[config.mk]
export PLATFORM = sky130hd
export DESIGN_NAME = i2c_relw_ctrl
export DESIGN_NICKNAME = d
export VERILOG_FILES = /design/src/rtl/i2c_relw_pkg.sv /design/src/rtl/relw_ctrl_regs.sv /design/src/rtl/relw_status.sv /design/src/rtl/relw_pad_ctrl.sv /design/src/rtl/i2c_relw_ctrl.sv
export SDC_FILE = /design/constraint.sdc
export NUM_CORES = 1
export LEC_CHECK = 0
export BUFFER_PORTS_ARGS = -buffer_cell sky130_fd_sc_hd__buf_2
export CAP_MARGIN = 20
export CORE_UTILIZATION = 49
export DETAILED_ROUTE_END_ITERATION = 7
export PLACE_DENSITY = 0.84
export SLEW_MARGIN = 20
export SYNTH_ARGS = -nofsm -noshare
export SYNTH_HDL_FRONTEND = slang
export SYNTH_SLANG_ARGS = --single-unit
[constraint.sdc]
create_clock -name clk -period 1.9 [get_ports clk]
set_input_delay 0.095 -clock clk [delete_from_list [all_inputs] [get_ports clk]]
set_output_delay 0.095 -clock clk [all_outputs]
set_load 0.03 [all_outputs]
[src/rtl/i2c_relw_pkg.sv]
// Shared constants for the slave release/wait control core.
// Assumes an 8-bit register view. The bit positions are software-visible.
package i2c_relw_pkg;
    localparam int REG_W  = 8;
    // control register bit positions
    localparam int C_EN   = 7;
    localparam int C_REL  = 6;
    localparam int C_WCAN = 5;
    localparam int C_FILT = 4;
    localparam int C_STT  = 1;
    localparam int C_SPT  = 0;
    // status register bit positions
    localparam int S_STD  = 0;
    localparam int S_SPD  = 1;
    localparam int S_MAT  = 2;
    localparam int S_EXT  = 3;
    localparam int S_TRC  = 4;
    localparam int S_ACK  = 5;
    localparam int S_MST  = 6;
    localparam int S_SBY  = 7;
endpackage

[src/rtl/relw_ctrl_regs.sv]
// Control register: enable, filter, start/stop requests, and the decode of
// the self-clearing release and wait-cancel commands.
// Assumes that bus events arrive already qualified by the enable and command masks.
module relw_ctrl_regs
    import i2c_relw_pkg::*;
#(
    parameter int ADDR_W    = 1,
    parameter int CTRL_ADDR = 0
) (
    input  logic              clk,
    input  logic              rst_n,
    input  logic              wr_en,
    input  logic [ADDR_W-1:0] wr_addr,
    input  logic [REG_W-1:0]  wr_data,
    input  logic              acc_master,
    input  logic              acc_stop,
    output logic              en_q,
    output logic              en_d,
    output logic              en_rise,
    output logic              filt_q,
    output logic              stt_q,
    output logic              spt_q,
    output logic              cmd_rel,
    output logic              cmd_wcan
);
    localparam logic [ADDR_W-1:0] CA = ADDR_W'(CTRL_ADDR);

    logic wr_ctrl;

    // Decode a control write and the commands, which count only while already enabled.
    always_comb begin
        wr_ctrl  = wr_en && (wr_addr == CA);
        en_d     = wr_ctrl ? wr_data[C_EN] : en_q;
        en_rise  = wr_ctrl && !en_q && wr_data[C_EN];
        cmd_rel  = wr_ctrl && en_q && wr_data[C_REL];
        cmd_wcan = wr_ctrl && en_q && wr_data[C_WCAN];
    end

    // Store enable and filter; keep the request bits until an event or a release clears them.
    always_ff @(posedge clk) begin
        if (!rst_n) begin
            en_q   <= 1'b0;
            filt_q <= 1'b0;
            stt_q  <= 1'b0;
            spt_q  <= 1'b0;
        end else begin
            en_q <= en_d;
            if (wr_ctrl) filt_q <= wr_data[C_FILT];
            if (!en_d || cmd_rel) begin
                stt_q <= 1'b0;
                spt_q <= 1'b0;
            end else begin
                stt_q <= (stt_q && !acc_master) || (wr_ctrl && wr_data[C_STT]);
                spt_q <= (spt_q && !acc_stop)   || (wr_ctrl && wr_data[C_SPT]);
            end
        end
    end
endmodule

[src/rtl/relw_status.sv]
// Status flags and the sticky standby state.
// Assumes that event strobes are already masked by enable and by commands. Standby
// gating of the data-phase events is done outside; match/ext gating is done here.
module relw_status
    import i2c_relw_pkg::*;
(
    input  logic             clk,
    input  logic             rst_n,
    input  logic             en_d,
    input  logic             cmd_rel,
    input  logic             wcan_hit,
    input  logic             glitch,
    input  logic             acc_start,
    input  logic             acc_stop,
    input  logic             acc_match,
    input  logic             ev_rw,
    input  logic             acc_ext,
    input  logic             acc_ack,
    input  logic             acc_master,
    output logic [REG_W-1:0] sta
);
    logic std_q, spd_q, mat_q, ext_q, trc_q, ack_q, mst_q, sby_q;
    logic entry_ok;

    // A match or extension code counts in standby only after a start.
    assign entry_ok = !sby_q || std_q;

    // Update the flags; later assignments in the event branch win.
    always_ff @(posedge clk) begin
        if (!rst_n || !en_d) begin
            std_q <= 1'b0; spd_q <= 1'b0; mat_q <= 1'b0; ext_q <= 1'b0;
            trc_q <= 1'b0; ack_q <= 1'b0; mst_q <= 1'b0; sby_q <= 1'b0;
        end else if (cmd_rel) begin
            std_q <= 1'b0; mat_q <= 1'b0; ext_q <= 1'b0; trc_q <= 1'b0;
            ack_q <= 1'b0; mst_q <= 1'b0; sby_q <= 1'b1;
        end else begin
            if (glitch) std_q <= 1'b1;
            if (wcan_hit && trc_q) trc_q <= 1'b0;
            if (acc_start) begin
                std_q <= 1'b1; spd_q <= 1'b0; mat_q <= 1'b0;
                ext_q <= 1'b0; trc_q <= 1'b0;
            end
            if (acc_match && entry_ok) begin
                mat_q <= 1'b1;
                trc_q <= ev_rw;
                sby_q <= 1'b0;
            end
            if (acc_ext && entry_ok) begin
                ext_q <= 1'b1;
                sby_q <= 1'b0;
            end
            if (acc_ack)    ack_q <= 1'b1;
            if (acc_master) mst_q <= 1'b1;
            if (acc_stop) begin
                spd_q <= 1'b1; std_q <= 1'b0; mat_q <= 1'b0; ext_q <= 1'b0;
                trc_q <= 1'b0; ack_q <= 1'b0; mst_q <= 1'b0; sby_q <= 1'b0;
            end
        end
    end

    // Assemble the software view.
    always_comb begin
        sta        = '0;
        sta[S_STD] = std_q;
        sta[S_SPD] = spd_q;
        sta[S_MAT] = mat_q;
        sta[S_EXT] = ext_q;
        sta[S_TRC] = trc_q;
        sta[S_ACK] = ack_q;
        sta[S_MST] = mst_q;
        sta[S_SBY] = sby_q;
    end
endmodule

[src/rtl/relw_pad_ctrl.sv]
// Open-drain pad holds: the SCL stretch at the ninth-clock wait and the SDA low hold.
// Assumes that events are already masked by enable, commands and standby.
module relw_pad_ctrl (
    input  logic clk,
    input  logic rst_n,
    input  logic en_d,
    input  logic cmd_rel,
    input  logic wcan_hit,
    input  logic acc_wait,
    input  logic acc_data,
    input  logic acc_stop,
    output logic wait_q,
    output logic scl_oe,
    output logic sda_oe
);
    logic sda_q;

    // Set the holds from events; a release, a wait-cancel or a stop frees them.
    always_ff @(posedge clk) begin
        if (!rst_n || !en_d || cmd_rel || wcan_hit) begin
            wait_q <= 1'b0;
            sda_q  <= 1'b0;
        end else if (acc_stop) begin
            wait_q <= 1'b0;
            sda_q  <= 1'b0;
        end else begin
            if (acc_wait) wait_q <= 1'b1;
            if (acc_data) sda_q  <= 1'b1;
        end
    end

    // Drive the pad enables straight from the holds.
    assign scl_oe = wait_q;
    assign sda_oe = sda_q;
endmodule

[src/rtl/i2c_relw_ctrl.sv]
// Top of the slave release/wait control core. It qualifies bus events with the
// enable, the command cycle and standby, then feeds the register, status and pad parts.
// Assumes single-cycle event strobes from the bit engine and filtered line levels.
module i2c_relw_ctrl
    import i2c_relw_pkg::*;
#(
    parameter int ADDR_W    = 1,
    parameter int CTRL_ADDR = 0,
    parameter int STAT_ADDR = 1
) (
    input  logic              clk,
    input  logic              rst_n,
    input  logic              wr_en,
    input  logic [ADDR_W-1:0] wr_addr,
    input  logic [REG_W-1:0]  wr_data,
    input  logic [ADDR_W-1:0] rd_addr,
    output logic [REG_W-1:0]  rd_data,
    input  logic              scl_in,
    input  logic              sda_in,
    input  logic              ev_start,
    input  logic              ev_stop,
    input  logic              ev_match,
    input  logic              ev_rw,
    input  logic              ev_ext,
    input  logic              ev_ack,
    input  logic              ev_master,
    input  logic              ev_wait,
    input  logic              ev_data,
    output logic              scl_oe,
    output logic              sda_oe
);
    localparam logic [ADDR_W-1:0] CA = ADDR_W'(CTRL_ADDR);
    localparam logic [ADDR_W-1:0] SA = ADDR_W'(STAT_ADDR);

    logic en_q, en_d, en_rise, filt_q, stt_q, spt_q, cmd_rel, cmd_wcan;
    logic wait_q, wcan_hit, glitch, ev_ok, sby;
    logic acc_start, acc_stop, acc_match, acc_ext, acc_ack, acc_master, acc_wait, acc_data;
    logic [REG_W-1:0] sta;

    // Qualify events: enabled, no command this cycle, data-phase events also not in standby.
    always_comb begin
        sby        = sta[S_SBY];
        ev_ok      = en_q && !cmd_rel && !cmd_wcan;
        acc_start  = ev_ok && ev_start;
        acc_stop   = ev_ok && ev_stop;
        acc_match  = ev_ok && ev_match;
        acc_ext    = ev_ok && ev_ext;
        acc_ack    = ev_ok && ev_ack && !sby;
        acc_master = ev_ok && ev_master && !sby;
        acc_wait   = ev_ok && ev_wait && !sby;
        acc_data   = ev_ok && ev_data && !sby;
        wcan_hit   = cmd_wcan && wait_q;
        glitch     = en_rise && wr_data[C_FILT] && scl_in && !sda_in;
    end

    relw_ctrl_regs #(.ADDR_W(ADDR_W), .CTRL_ADDR(CTRL_ADDR)) u_regs (
        .clk(clk), .rst_n(rst_n), .wr_en(wr_en), .wr_addr(wr_addr), .wr_data(wr_data),
        .acc_master(acc_master), .acc_stop(acc_stop),
        .en_q(en_q), .en_d(en_d), .en_rise(en_rise), .filt_q(filt_q),
        .stt_q(stt_q), .spt_q(spt_q), .cmd_rel(cmd_rel), .cmd_wcan(cmd_wcan)
    );

    relw_status u_status (
        .clk(clk), .rst_n(rst_n), .en_d(en_d), .cmd_rel(cmd_rel), .wcan_hit(wcan_hit),
        .glitch(glitch), .acc_start(acc_start), .acc_stop(acc_stop),
        .acc_match(acc_match), .ev_rw(ev_rw), .acc_ext(acc_ext), .acc_ack(acc_ack),
        .acc_master(acc_master), .sta(sta)
    );

    relw_pad_ctrl u_pads (
        .clk(clk), .rst_n(rst_n), .en_d(en_d), .cmd_rel(cmd_rel), .wcan_hit(wcan_hit),
        .acc_wait(acc_wait), .acc_data(acc_data), .acc_stop(acc_stop),
        .wait_q(wait_q), .scl_oe(scl_oe), .sda_oe(sda_oe)
    );

    // Read mux; the command bits are never stored, so they read as 0.
    always_comb begin
        rd_data = '0;
        if (rd_addr == CA) begin
            rd_data[C_EN]   = en_q;
            rd_data[C_FILT] = filt_q;
            rd_data[C_STT]  = stt_q;
            rd_data[C_SPT]  = spt_q;
        end else if (rd_addr == SA) begin
            rd_data = sta;
        end
    end
endmodule

==> metrics.txt, run 1 <==
reg2reg start u_regs.en_q; power per cell area ~600 nW/um^2; worst-margin pin slew ~420 ps; RSZ-0062 raised after global routing false; RePlAce Congestion about 0.80; sequential area share after synthesis a little over a third; post-cts resize count 0; CP required approximately 1800 ps; Top Metal Used met4; largest net degree at the start of global routing 10; synth unique cells 35; TritonRoute pass-1 iters 4; filler cell count in the final layout ~130; CP startpoint kind flip-flop; Worst Reg-to-Reg Cells 4; via count slightly above 700; HP Class in -> reg; Layout area overhead 25.4%; # placed instances about 130; Tcrit/Tclk final a little over two thirds; root buffer cell clkbuf_4; CTS clock-pin slew for the worst setup and hold paths 90 ps; Mapped Avg Cell Area between 9 and 10 um^2; DPL Wire Length approximately 1.3 mm; row count 14; status completed; Hold Violations, Final 0; worst setup path start u_regs.en_q; initial drt markers 15; post-synthesis mux area share roughly 5.8%; Critical Path Sink rd_data[7]; met2 routed WL approximately 850 um; r2r setup slk approximately 710 ps; post-CTS setup repair buffer count 0; antenna diode count 0; Worst Skew 1.82 ps; Pleak roughly 0.40 nW; Post-Synth Simple-Gate Area between 20% and 30%; Nets between 100 and 150; post-route ant nets 0; initial antenna violation count 0; Max H-tree Level 1; peak supply drop approximately 430 uV; Synth Area in XOR/XNOR 0%; vias in the first global route ~740; IO Port Bufs 31; WL met3 84 um; max_cap viols 0; initial core utilization 51.9%; Die Wd 42.0 um; Syn. warnings 0; setup TNS 0 ps; Max FO, Critical Path 9; CTS tree yes; combinational family with the most area after synthesis compound AO/OA/AOI/OAI gates; Net Count, Synth 105; flops & latches, synth 14; Post-Syn Area 782 um^2; CTS Buf Count 3; share of cells above drive strength 1 about half; Min Clock Period, post-route 1320 ps; worst hold path stage count 3; fmax 755 MHz; CTS Buffer Depth 2; CORE AREA 1510 um^2; Worst Path Arrival about 1200 ps; post-synthesis adder-cell area fraction 0%; Hold Buf Count CTS 0; worst skew pair latency approximately 280 ps; gr ovfl total 0; Die Ht between 40 and 50 um; Mapped Cells between 80 and 90; first-pass GRT wire length 2.99 mm; wl on met1 about 730 um; relative slew slack approximately 70%; Synth Area in Compound Gates about 29%; Final Power ~0.6 mW; CP Class reg -> out; reg-to-reg critical path endpoint u_pads.sda_oe; fin. max-slew vios 0; boundary pin count 34; total wire length about 1.7 mm; die area ~1800 um^2; Sink Count 14; Setup Viol. Count Final 0; vias per inst approximately 5.6; wire per inst approximately 13 um; Hold Slack around 46 ps; total track usage approximately 22%; final std cells w/o fill 130; CP endpoint kind primary output; # DRC 0
-- power by group --
group / switching, mW / internal, mW / leakage, nW
clock: 0.0991 / 0.117 / 0.0210
combinational: 0.0492 / 0.0379 / 0.264
sequential: 0.00193 / 0.296 / 0.113
-- placed cells by master (no fill, tap or decap), types with 2 or more instances in the layout --
cell	count
buf_2	31
dfxtp_1	14
nand2_1	6
a21oi_1	6
and2_1	5
mux2_2	4
a21oi_2	4
nor2_2	4
o21ai_1	3
nor2_1	3
clkbuf_4	3
o211ai_4	2
inv_1	2
o21a_1	2
o21ai_0	2
nand4_1	2
a32oi_1	2
-- routing by layer --
metal,vias up,track usage [%]
met2,25,36.9
met3,4,2.61
li1,364,-
met1,329,26.9
met5,-,0
met4,0,12.3
-- synth_stat cells (all sizes together) --
cell,number,area [um^2]
a21bo,1,10.0
a21boi,1,7.51
a21oi,10,65.1
a22oi,1,7.51
a32oi,2,17.5
and2,6,40.0
and2b,1,8.76
and3,1,11.3
buf,2,16.3
clkbuf,1,3.75
dfxtp,14,280
inv,2,7.51
mux2,4,45.0
nand2,6,22.5
nand2b,2,20.0
nand3,1,5.00
nand3b,1,7.51
nand4,2,12.5
nand4b,1,8.76
nor2,8,47.5
nor3,1,5.00
nor3b,1,12.5
o211a,1,17.5
o211ai,4,62.6
o21a,2,15.0
o21ai,5,25.0
-- metrics by stage --
stage               instance area [um^2]  setup WS, ps  util (%)
floorplan                            782           864         -
global placement                     945           690      62.7
detailed placement                   945           665      62.7
CTS                                  981           571      65.1
global route                         981           530      65.1
finish                               981           575      65.1
-- cells by family after synthesis --
logic type / count (synthesis)
buf+inv: 5
flops: 14
simple gates: 31
compound gates: 27
mux: 4
-- how the worst min path moves through the flow --
stage / startpoint / endpoint / slack (ps)
after floorplan: ev_ack / u_status.ack_q / 240
after global placement: ev_ack / u_status.ack_q / 330
after detailed placement: ev_ack / u_status.ack_q / 340
after CTS: ev_ack / u_status.ack_q / 50
after global routing: ev_ack / u_status.ack_q / 60
final: ev_ack / u_status.ack_q / 50
-- area by class of cell --
type | count | area (um^2) | area share [%]
repair buffers | 32 | 163 | 16.6
clock buffers | 4 | 36.3 | 3.70
well taps | 16 | 20.0 | 2.04
flip-flops and latches | 14 | 280 | 28.6
multi-input cells | 62 | 474 | 48.3
inverters | 2 | 7.51 | 0.765
-- critical path, stage by stage (launching register included) --
cell and delay [ps]:
dfxtp_1 340, buf_4 180, mux2_2 260, buf_2 170
No activity file was read; power rests on OpenSTA's default activity.
==> run 2: changes to the inputs <==
- CORE_UTILIZATION: 49 -> 41
- PLACE_DENSITY: 0.84 -> 0.75
- clock period: 1.9 -> 1.1 ns (I/O delays scaled with it)
==> run 2 against run 1 <==
The flow now finishes with violations (negative setup slack). Combinational power rose by 120%. Sequential cell count did not move. Utilization fell by 1.4 points. Via count rose by 1.7%. Non-clock buffer count rose by 7. Power rose by 64%. Clock-buffer cell count fell by 1. Clock power rose by 30%. Largest cell class unchanged. Highest routed layer is now met3.
==> metrics.txt, run 2 (synthesis results as in run 1) <==
root buffer cell clkbuf_4 (unchanged); RSZ-0062 raised after global routing true (was false); TritonRoute pass-1 iters 2 (was 4); CP required 1040 ps (was 1800 ps); die area 2090 um^2 (was 1760 um^2); status complete, but fails checks (was completed); CORE AREA 1760 um^2 (was 1510 um^2); initial antenna violation count 0 (unchanged); share of cells above drive strength 1 61.7% (was 50.9%); max_cap viols 0 (unchanged); largest net degree at the start of global routing 10 (unchanged); # placed instances 138 (was 126); fmax between 800 and 900 MHz; gr ovfl total 0 (unchanged); antenna diode count 0 (unchanged); initial drt markers 7 (was 15); Worst path most repeated cell buf_6; Worst Path Arrival 1130 ps (was 1230 ps); Hold Buf Count CTS 0 (unchanged); cell family with most CP delay flip-flops (was buffers and inverters); wire per inst 13.3 um (was 13.0 um); peak supply drop 479 uV (was 434 uV); setup slack after layout -85.3 ps (was 575 ps); crit-path cells buf_6 > mux2_2 > buf_6 (was buf_4 > mux2_2 > buf_2); Setup Viol. Count Final 10 (was 0); total track usage 20.1% (was 21.9%); initial core utilization 44.3% (was 51.9%); worst skew pair latency 270 ps (was 280 ps); relative slew slack 83.3% (was 71.7%); IO Port Bufs 31 (unchanged); Hold Violations, Final 0 (unchanged); fin. max-slew vios 0 (unchanged); first-pass GRT wire length 2.97 mm (was 2.99 mm); final std cells w/o fill 145 (was 130); pre-CTS worst setup slack -13.7 ps (was 665 ps); Die Ht 45.7 um (was 42.0 um); Layout area overhead 43.7% (was 25.4%); CTS tree yes (unchanged); Crit path buffers/inverters 2 (unchanged); CP endpoint kind primary output (unchanged); via count 734 (was 722); Min Clock Period, post-route between 1000 and 1500 ps; worst-margin pin slew 249 ps (was 422 ps); Max H-tree Level 1 (unchanged); Pleak 0.446 nW (was 0.398 nW); Nets 146 (was 139); CTS Buf Count 3 (unchanged); # DRC 0 (unchanged); vias in the first global route 721 (was 739); HP Class in -> reg (unchanged); row count 15 (was 14); DPL Wire Length 1.42 mm (was 1.32 mm); setup TNS -252 ps (was 0 ps); critical path's slowest cell dfxtp_2 (was dfxtp_1); power per cell area 877 nW/um^2 (was 613 nW/um^2); most frequent cells in the layout buf_2, dfxtp_1, nand2_1, a21oi_2, buf_6 (was buf_2, dfxtp_1, nand2_1, a21oi_1, and2_1); delay of the slowest critical-path stage 340 ps (about the same); Max FO, Critical Path 3 (was 9); Die Wd 45.7 um (was 42.0 um); vias per inst 5.06 (was 5.55); Tcrit/Tclk final 108%; Sink Count 14 (unchanged); CTS clock-pin slew for the worst setup and hold paths 80 ps (was 90 ps); Worst Skew 0.991 ps (was 1.82 ps); violated checks negative setup slack; CP startpoint kind flip-flop (unchanged); post-route ant nets 0 (unchanged); RePlAce Congestion 0.823 (was 0.804); CP Class reg -> out (unchanged); Hold Slack 10.2 ps (was 46.1 ps); most common cell after layout, fill and taps aside buf_2 (unchanged); boundary pin count 34 (unchanged); CTS Buffer Depth 2 (unchanged); total wire length 1.93 mm (was 1.69 mm)
[run 2: worst reg2reg max path, delay by kind of cell, from the launching register on]
| kind | cells | cell delay, ps |
|---|---|---|
| compound gates | 2 | 210 |
| flops | 1 | 340 |
| buf+inv | 3 | 390 |
| simple gates | 1 | 140 |
[run 2: layout make-up]
| type | instances | area, um^2 |
|---|---|---|
| tap | 25 | 31.3 |
| timing repair buffer | 39 | 260 |
| fill | 169 | 641 |
| multi-input combinational | 62 | 517 |
| inverter | 2 | 7.51 |
| clock buffer | 3 | 22.5 |
| sequential | 14 | 285 |
[run 2: worst paths after layout]
check	slack, ps	start	to	depth (start not counted)
setup reg to reg	-50	u_regs.en_q	u_pads.sda_oe	6
hold reg to reg	470	u_status.ack_q	u_status.ack_q	2
setup / recovery	-90	u_regs.en_q	rd_data[7]	3
hold / removal	10	ev_ack	u_status.ack_q	3
[run 2: metal layers]
layer	up-vias	part of all wire, %	GRT usage, %	wire, um
met3	0	2.9	4.76	56
met5	-	0	0	0
met2	16	54	34.3	1030
li1	371	-	-	-
met1	347	43	24.3	838
met4	0	0	7.27	0
[run 2: repair_timing]
item / CTS / global route
pin swaps: 4 / 3
gates resized for setup: 7 / 19
setup buffers: 5 / 1
cloned: 0 / 0
endpoints found under the setup margin: 11 / 17
[run 2: metrics by stage]
stage | power, mW | utilization [%] | area [um^2]
final | 0.986 | 63.7 | 1120
after global routing | 1.04 | 63.7 | 1120
after CTS | 0.984 | 60.2 | 1060
after detailed placement | 0.690 | 56.2 | 991
after global placement | 0.686 | 56.2 | 991
after floorplan | 0.614 | - | 782
[run 2: power breakdown]
group	internal [mW]	switching [mW]
clock network	0.127	0.154
logic	0.0892	0.0995
registers	0.512	0.00376
total	0.728	0.258
